`src/rtl/flash_cmd_pkg.sv`:
```
package flash_cmd_pkg;
  localparam logic [7:0]  CMD_UNLK1 = 8'hAA;
  localparam logic [7:0]  CMD_UNLK2 = 8'h55;
  localparam logic [7:0]  CMD_PGM   = 8'hA0;
  localparam logic [7:0]  CMD_ERS   = 8'h80;
  localparam logic [7:0]  CMD_SECT  = 8'h30;
  localparam logic [7:0]  CMD_CHIP  = 8'h10;
  localparam logic [14:0] ADR_A     = 15'h5555;
  localparam logic [14:0] ADR_B     = 15'h2AAA;

  typedef enum logic [1:0] {OP_PGM, OP_SECT, OP_CHIP} op_e;
  typedef enum logic [2:0] {S_IDLE, S_U1, S_U2, S_PGM, S_E1, S_E2, S_E3} seq_e;
endpackage

```
`src/rtl/pflash_bus_capture.sv`:
```
module pflash_bus_capture #(
  parameter int AW = 16
) (
  input  logic          clk,
  input  logic          rst_n,
  input  logic          ce_n,
  input  logic          we_n,
  input  logic          oe_n,
  input  logic [AW-1:0] addr,
  input  logic [7:0]    dq_in,
  output logic          wr_evt,
  output logic [AW-1:0] wr_addr,
  output logic [7:0]    wr_data,
  output logic          rd_end
);
  logic wr_act, rd_act, wr_q, rd_q;

  assign wr_act = !ce_n && !we_n;
  assign rd_act = !ce_n && !oe_n && we_n;

  always_ff @(posedge clk or negedge rst_n) begin
    if (!rst_n) begin
      wr_q    <= 1'b0;
      rd_q    <= 1'b0;
      wr_addr <= '0;
      wr_data <= '0;
    end else begin
      wr_q <= wr_act;
      rd_q <= rd_act;
      // address: first clock where both strobes are low (later falling edge)
      if (wr_act && !wr_q) wr_addr <= addr;
      // data: keep the last sample before the earlier rising edge
      if (wr_act) wr_data <= dq_in;
    end
  end

  assign wr_evt = wr_q && !wr_act;
  assign rd_end = rd_q && !rd_act;
endmodule

```
`src/rtl/pflash_seq_fsm.sv`:
```
module pflash_seq_fsm
  import flash_cmd_pkg::*;
#(
  parameter int AW = 16,
  parameter int UW = 15
) (
  input  logic          clk,
  input  logic          rst_n,
  input  logic          wr_evt,
  input  logic [AW-1:0] wr_addr,
  input  logic [7:0]    wr_data,
  input  logic          busy,
  output logic          launch,
  output op_e           launch_op,
  output logic [AW-1:0] launch_addr,
  output logic [7:0]    launch_data,
  output seq_e          state
);
  seq_e nxt;

  function automatic logic hit(input logic [AW-1:0] a, input logic [7:0] d,
                               input logic [14:0] ea, input logic [7:0] ed);
    return (a[UW-1:0] == ea[UW-1:0]) && (d == ed);
  endfunction

  always_comb begin
    nxt       = state;
    launch    = 1'b0;
    launch_op = OP_PGM;
    if (wr_evt && !busy) begin
      unique case (state)
        S_IDLE: nxt = hit(wr_addr, wr_data, ADR_A, CMD_UNLK1) ? S_U1 : S_IDLE;
        S_U1:   nxt = hit(wr_addr, wr_data, ADR_B, CMD_UNLK2) ? S_U2 : S_IDLE;
        S_U2: begin
          if (hit(wr_addr, wr_data, ADR_A, CMD_PGM))      nxt = S_PGM;
          else if (hit(wr_addr, wr_data, ADR_A, CMD_ERS)) nxt = S_E1;
          else                                            nxt = S_IDLE;
        end
        S_PGM: begin
          launch = 1'b1;
          nxt    = S_IDLE;
        end
        S_E1: nxt = hit(wr_addr, wr_data, ADR_A, CMD_UNLK1) ? S_E2 : S_IDLE;
        S_E2: nxt = hit(wr_addr, wr_data, ADR_B, CMD_UNLK2) ? S_E3 : S_IDLE;
        S_E3: begin
          nxt = S_IDLE;
          if (wr_data == CMD_SECT) begin
            launch    = 1'b1;
            launch_op = OP_SECT;
          end else if (hit(wr_addr, wr_data, ADR_A, CMD_CHIP)) begin
            launch    = 1'b1;
            launch_op = OP_CHIP;
          end
        end
        default: nxt = S_IDLE;
      endcase
    end
  end

  assign launch_addr = wr_addr;
  assign launch_data = wr_data;

  always_ff @(posedge clk or negedge rst_n) begin
    if (!rst_n) state <= S_IDLE;
    else        state <= nxt;
  end
endmodule

```
`src/rtl/pflash_busy_timer.sv`:
```
module pflash_busy_timer
  import flash_cmd_pkg::*;
#(
  parameter int T_PGM  = 16,
  parameter int T_SECT = 48,
  parameter int T_CHIP = 96
) (
  input  logic clk,
  input  logic rst_n,
  input  logic launch,
  input  op_e  op,
  output logic busy,
  output logic done
);
  localparam int CW = $clog2(T_CHIP + 1);
  logic [CW-1:0] cnt_q, load;

  always_comb begin
    unique case (op)
      OP_SECT: load = CW'(T_SECT - 1);
      OP_CHIP: load = CW'(T_CHIP - 1);
      default: load = CW'(T_PGM - 1);
    endcase
  end

  assign done = busy && (cnt_q == '0);

  always_ff @(posedge clk or negedge rst_n) begin
    if (!rst_n) begin
      busy  <= 1'b0;
      cnt_q <= '0;
    end else if (launch) begin
      busy  <= 1'b1;
      cnt_q <= load;
    end else if (busy) begin
      if (done) busy  <= 1'b0;
      else      cnt_q <= cnt_q - 1'b1;
    end
  end
endmodule

```
`src/rtl/pflash_array.sv`:
```
module pflash_array
  import flash_cmd_pkg::*;
#(
  parameter int AW       = 16,
  parameter int OFF_BITS = 3
) (
  input  logic          clk,
  input  logic          rst_n,
  input  logic          launch,
  input  op_e           op,
  input  logic [AW-1:0] op_addr,
  input  logic [7:0]    op_data,
  input  logic          done,
  input  logic [AW-1:0] rd_addr,
  output logic [7:0]    rd_data,
  output logic          pol_bit
);
  localparam int SB    = AW - 12;
  localparam int IW    = SB + OFF_BITS;
  localparam int DEPTH = 1 << IW;
  localparam int SWORD = 1 << OFF_BITS;

  logic [7:0]    mem [DEPTH];
  op_e           op_q;
  logic [IW-1:0] idx_q;
  logic [7:0]    dat_q;
  logic [IW-1:0] op_idx, rd_idx;
  logic          unused_bits;

  assign op_idx      = {op_addr[AW-1:12], op_addr[OFF_BITS-1:0]};
  assign rd_idx      = {rd_addr[AW-1:12], rd_addr[OFF_BITS-1:0]};
  assign unused_bits = ^{op_addr[11:OFF_BITS], rd_addr[11:OFF_BITS]};
  assign rd_data     = mem[rd_idx];

  always_ff @(posedge clk or negedge rst_n) begin
    if (!rst_n) begin
      for (int i = 0; i < DEPTH; i++) mem[i] <= 8'hFF;
      op_q    <= OP_PGM;
      idx_q   <= '0;
      dat_q   <= 8'hFF;
      pol_bit <= 1'b1;
    end else begin
      if (launch) begin
        op_q    <= op;
        idx_q   <= op_idx;
        dat_q   <= op_data;
        pol_bit <= (op == OP_PGM) ? op_data[7] : 1'b1;
      end
      if (done) begin
        unique case (op_q)
          OP_PGM: mem[idx_q] <= mem[idx_q] & dat_q;
          OP_SECT:
            for (int i = 0; i < SWORD; i++)
              mem[{idx_q[IW-1:OFF_BITS], i[OFF_BITS-1:0]}] <= 8'hFF;
          default:
            for (int i = 0; i < DEPTH; i++) mem[i] <= 8'hFF;
        endcase
      end
    end
  end
endmodule

```
`src/rtl/pflash_cmd_decoder.sv`:
```
module pflash_cmd_decoder
  import flash_cmd_pkg::*;
#(
  parameter int AW       = 16,
  parameter int UW       = 15,
  parameter int OFF_BITS = 3,
  parameter int T_PGM    = 16,
  parameter int T_SECT   = 48,
  parameter int T_CHIP   = 96
) (
  input  logic          clk,
  input  logic          rst_n,
  input  logic          ce_n,
  input  logic          we_n,
  input  logic          oe_n,
  input  logic [AW-1:0] addr,
  input  logic [7:0]    dq_in,
  output logic [7:0]    dq_out,
  output logic          dq_oe
);
  logic          wr_evt, rd_end, launch, busy, done, pol_bit, tog_q;
  logic [AW-1:0] wr_addr, l_addr;
  logic [7:0]    wr_data, l_data, rd_data;
  op_e           l_op;
  seq_e          seq_state;

  pflash_bus_capture #(.AW(AW)) u_cap (
    .clk, .rst_n, .ce_n, .we_n, .oe_n, .addr, .dq_in,
    .wr_evt, .wr_addr, .wr_data, .rd_end
  );

  pflash_seq_fsm #(.AW(AW), .UW(UW)) u_fsm (
    .clk, .rst_n, .wr_evt, .wr_addr, .wr_data, .busy,
    .launch, .launch_op(l_op), .launch_addr(l_addr), .launch_data(l_data),
    .state(seq_state)
  );

  pflash_busy_timer #(.T_PGM(T_PGM), .T_SECT(T_SECT), .T_CHIP(T_CHIP)) u_tmr (
    .clk, .rst_n, .launch, .op(l_op), .busy, .done
  );

  pflash_array #(.AW(AW), .OFF_BITS(OFF_BITS)) u_arr (
    .clk, .rst_n, .launch, .op(l_op), .op_addr(l_addr), .op_data(l_data),
    .done, .rd_addr(addr), .rd_data, .pol_bit
  );

  // alternating status bit: cleared at start, inverted at the end of each busy read
  always_ff @(posedge clk or negedge rst_n) begin
    if (!rst_n)              tog_q <= 1'b0;
    else if (launch)         tog_q <= 1'b0;
    else if (rd_end && busy) tog_q <= ~tog_q;
  end

  assign dq_oe  = !ce_n && !oe_n;
  assign dq_out = !dq_oe ? 8'h00 : (busy ? {~pol_bit, tog_q, 6'b0} : rd_data);
endmodule

```
`config.mk`:
```
export PLATFORM = sky130hd
export DESIGN_NAME = pflash_cmd_decoder
export DESIGN_NICKNAME = d
export VERILOG_FILES = /design/src/rtl/flash_cmd_pkg.sv /design/src/rtl/pflash_bus_capture.sv /design/src/rtl/pflash_seq_fsm.sv /design/src/rtl/pflash_busy_timer.sv /design/src/rtl/pflash_array.sv /design/src/rtl/pflash_cmd_decoder.sv
export SDC_FILE = /design/constraint.sdc
export NUM_CORES = 2
export LEC_CHECK = 0
export BUFFER_PORTS_ARGS = -buffer_cell sky130_fd_sc_hd__buf_2
export CAP_MARGIN = 0
export CORE_MARGIN = 1
export CORE_UTILIZATION = 45
export CTS_BUF_LIST = sky130_fd_sc_hd__clkbuf_8
export DETAILED_ROUTE_END_ITERATION = 10
export GPL_TIMING_DRIVEN = 1
export HOLD_SLACK_MARGIN = 0.1
export PLACE_DENSITY = 0.61
export SYNTH_ARGS = -nofsm -noshare
export SYNTH_HDL_FRONTEND = slang
export SYNTH_SLANG_ARGS = --single-unit
```
`constraint.sdc`:
```
create_clock -name clk -period 5.2 [get_ports clk]
set_input_delay 1.56 -clock clk [delete_from_list [all_inputs] [get_ports clk]]
set_output_delay 1.56 -clock clk [all_outputs]
set_load 0.005 [all_outputs]
```
## Word level (Yosys, flattened, before mapping)

Index checks and enable logic that the tools add are counted.
W data, S select, Z words.

- Input bits: 29
- Register bits after elaboration: 1080

- Equal/unequal tests: 18
- Order comparisons: 19
- Bitwise operators: 21
- Add/subtract/negate cells: 1
- Multiplexer cells: 53
- Reductions and logical operators: 37

Operators with widths:

| kind | number |
|---|---|
| $or A1024 B1024 Y1024 | 8 |
| $pmux W1024 S2 | 1 |
| $bwmux W1024 | 1 |
| $demux W8 S7 | 9 |
| $mux W8 | 15 |
| $bmux W8 S7 | 2 |
| $ge A8 B8 Y1 const B | 10 |
| $not A7 Y8 | 10 |
| $lt A8 B1 Y1 const B | 9 |
| $eq A8 B8 Y1 const B | 3 |
| $logic_and A1 B1 Y1 | 23 |
| $mux W7 | 3 |
| $eq A15 B14 Y1 const B | 1 |
| $eq A15 B15 Y1 const B | 1 |
| $pmux W3 S5 | 1 |
| $pmux W7 S2 | 1 |
| $mux W3 | 4 |
| $mux W1 | 10 |
| $mux W2 | 5 |
| $eq A3 B3 Y1 const B | 3 |
| $and A8 B8 Y8 | 1 |
| $eq A8 B5 Y1 const B | 1 |
| $eq A8 B6 Y1 const B | 1 |
| $eq A8 B7 Y1 const B | 1 |
| 14 further kinds | 25 |

## Depth between registers and ports, before layout

- Depth after elaboration: 14
- Gate-level depth with buffers: 13

## Modules after synthesis

From an unflattened synthesis, not the netlist that was laid out.

- Cells, all modules: 6165
- Area total of the unflattened synthesis: 65094.9 µm²

By module, submodules not included:

| module | times used | area an instance (µm²) | sequential area each (µm²) | cells an instance |
|---|---|---|---|---|
| pflash_array | 1 | 62922.8 | 27367.5 | 5968 |
| pflash_bus_capture | 1 | 978.4 | 650.6 | 56 |
| pflash_seq_fsm | 1 | 583.1 | 75.1 | 75 |
| pflash_busy_timer | 1 | 478.0 | 200.2 | 50 |
| pflash_cmd_decoder | 1 | 132.6 | 25.0 | 16 |

## Worst setup path before layout

OpenSTA, ideal clock, no wires.

- Kind: in2out
- From: in addr[0]
- To: out dq_out[6]
- Data arrival time: 3.694 ns
- Stages: 9
- Slack: -0.054 ns
- Path buffers: 3
- Cells stage by stage: clkbuf_1 > clkbuf_1 > buf_2 > mux4_2 > mux4_2 > mux2i_1 > nor2_1 > a211oi_1 > nor3_1

- Word-level cells in the longest chain between the ends: 6

Ends and longest elaborated chain:

| item | line | RTL |
|---|---|---|
| start, declared | pflash_cmd_decoder.sv:16 | `input logic [AW-1:0] addr,` |
| $not A7 Y8 (implied by the code) | pflash_array.sv:33 | `assign rd_data = mem[rd_idx];` |
| $bmux W8 S7 | pflash_array.sv:33 |  |
| $mux W8 (implied by the code) (2 in series) | pflash_array.sv:33 |  |
| $mux W8 (2 in series) | pflash_cmd_decoder.sv:55 | `assign dq_out = !dq_oe ? 8'h00 : (busy ? {~pol_bit, tog_q, 6'b0} : rd_data);` |
| end, declared | pflash_cmd_decoder.sv:18 | `output logic [7:0] dq_out,` |

Every way passes these cells. The select of a mux whose other input is x is not followed.

## Worst setup path in the final report

- From: in addr[0]
- To: out dq_out[4]

Same word-level chain as after synthesis.

==> results_dict.tcl <==
set metrics [dict create \
    tns_ns -2.97 \
    yosysTopAreaCellShare_pct 43.9 \
    grt_remaining_overflow 0 \
    hold_viol 0 \
    cts.clk_slew.worst_paths_ns 0.06 \
    violations "setup timing" \
    clock_latency_ns 1.00 \
    grtUsageTotal_pct 42.2 \
    maxCapViolations 0 \
    grt_pass1_wl_um 428000 \
    root_buffer "clkbuf_8" \
    vias_per_cell 7.68 \
    grt_pass1_vias 55300 \
    leakage_nw 24.2 \
    antenna_found_initial 15 \
    synth-seq-cells 1080 \
    finalWorstSetupSlack_ns -0.412 \
    dieArea_um2 139000 \
    cp_data_required_time_ns 3.64 \
    cts-buffers-inserted 191 \
    rrSetupSlack_ns 0.79 \
    max_clock_freq_mhz 178 \
    worstPathArrival_ns 4.05 \
    tritoncts "done" \
    ys_seq_area_share_pct 45.8 \
    final_util_pct 51.7 \
    netlist_instances 5798 \
    hp-class "reg2reg" \
    post-route-period-util_pct 108 \
    synthTopCellsByArea "dfstp_2, mux4_2, a21oi_1, o22ai_1, mux2i_1" \
    initial_core_util_pct 45.5 \
    die_x_um 373 \
    min_period_ns 5.61 \
    slew_viol_final 0 \
    clockBufferDepth 3 \
    nets 5846 \
    worst_pin_slew_ns 1.32 \
    drt_first_pass_iters 7 \
    post-place-ws_ns -0.588 \
    synth_area_um2 61900 \
    io_buffers 37 \
    wl_per_cell_um 38.6 \
    io_pins 38 \
    path_max_fanout 9 \
    htree_levels 4 \
    grt_setup_unrepaired "true" \
    synth_top_area_cell "dfstp_2" \
    num_rows 135 \
    cts_sinks 1080 \
    outcome "finished with violations" \
    synth-main-ff-cell "dfstp_2" \
    drt_iter0_markers 9963 \
    power_mw 17.8 \
    peakVddDrop_uv 183 \
    syn-num-nets 5828 \
    fp.coreArea_um2 136000 \
    die_h_um 373 \
    synth.most_common_cell "a21oi_1" \
    drive_above_1_share_pct 37.4 \
    grt_max_degree 123 \
    synth_edf_count 0 \
    max_slew_margin_pct 12.0 \
    async_flop_share_pct 100 \
    setup_viol 8 \
    ys_top_cells_by_count "a21oi_1, dfstp_2, o22ai_1" \
    routed_wl_um 300000 \
    cellPowerDensity_nw_per_um2 253 \
    area_growth_syn_to_layout_pct 13.6 \
    drc_errors 0 \
    syn_avg_cell_area_um2 10.7 \
    yosysUniqueCellTypes 63 \
    gp_congestion 1.05 \
    final_antenna_net_count 0 \
    whs_ns 0.491 \
    yosys_warnings 0 \
    worst-setup-path-type "in2out" \
    dp_hpwl_um 196000 \
    num_vias 59600 \
    worst_clock_skew_ns 0.0727 \
    end_kind "primary output" \
    start_kind "input port" \
]
[layout make-up]
cell class	count	area [um^2]
fill	12000	65700
inverter	9	36.3
tap	1781	2230
sequential	1080	28400
timing repair buffer	392	4490
multi-input combinational	4142	31000
clock buffer	241	3320
antenna	19	47.5
clock inverter	106	746
[stage by stage]
| stage | cell area, um^2 | std cells |
|---|---|---|
| 2_1_floorplan | 61900 | 5798 |
| 3_3_place_gp | 65400 | 7377 |
| 5_1_grt | 70200 | 7752 |
| 6_report | 70300 | 7770 |
| 4_1_cts | 70100 | 7749 |
| 3_5_place_dp | 65400 | 7377 |
[final timing paths]
path                                     start        endpoint  cells past startpoint
min in group asynchronous                rst_n  u_tmr.cnt_q[4]                      1
worst min register to register   u_arr.pol_bit   u_arr.pol_bit                      2
worst max register to register  u_arr.idx_q[2]  u_arr.mem[594]                     11
worst max-delay path                   addr[0]       dq_out[4]                     10
worst min-delay path             u_arr.pol_bit   u_arr.pol_bit                      2
max in group asynchronous                rst_n  u_arr.mem[333]                      2
[layout by cell type (no fill, tap or decap), drive strengths merged, types with 23 or more instances in the layout]
master and instances:
a21oi 1196, dfstp 1033, a211oi 23, a32oi 87, a22oi 29, inv 75, dfrtp 47, clkbuf 242
a22o 88, nand2 263, o22a 66, mux2i 182, a31oi 86, a211o 83, mux4 334, nor2 365
buf 391, clkinv 27, o22ai 921, o21ai 52, mux2 139, nand3 37, a221oi 25
[flip-flops by register name, indices dropped and copies added, names as in the netlist]
signal and count:
u_arr.mem 1024, u_cap.wr_addr 16, u_arr.dat_q 8, u_cap.wr_data 8, u_arr.idx_q 7, u_tmr.cnt_q 7
u_fsm.state 3, u_arr.op_q 2, tog_q 1, u_arr.pol_bit 1, u_cap.rd_q 1, u_cap.wr_q 1
u_tmr.busy 1
[routing by layer]
metal	global-route usage [%]	vias up	wire (um)
li1	-	23100	-
met1	57.7	30100	114000
met2	58.1	5372	123000
met3	15.7	1036	44200
met4	21.8	30	18100
met5	0.140	-	267
[kinds of logic after synthesis]
kind of cell / after synthesis / share of synthesized area (%)
AOI/OAI and AO/OA: 2710 / 26.7
xor gates and xnor gates: 4 / 0.0566
adders and majority gates: 1 / 0.0202
buffers and inverters: 576 / 4.57
DFF: 1080 / 45.8
muxes: 655 / 17.6
and+or+nand+nor: 772 / 5.30
[critical path: stages]
cell,delay [ns]
buf_16,0.15
buf_12,0.15
buf_4,0.12
mux4_2,0.50
mux4_2,0.57
mux2i_1,0.18
buf_4,0.16
o22ai_2,0.18
or2_4,0.33
buf_2,0.13
[power by group]
part           internal [mW]  total [mW]  switching [mW]
Clock                   4.58        8.55            3.96
Sequential              8.49        8.54          0.0586
Combinational          0.285       0.685           0.400
[repair_timing]
action                                  4_1_cts  5_1_grt
endpoints found under the setup margin        8        8
hold buffers                                  0        0
gates resized for setup                      54       17
gates cloned                                 11        1
setup buffers                                14        2
pin swaps                                     6        3
No activity file was read; power rests on OpenSTA's default activity.
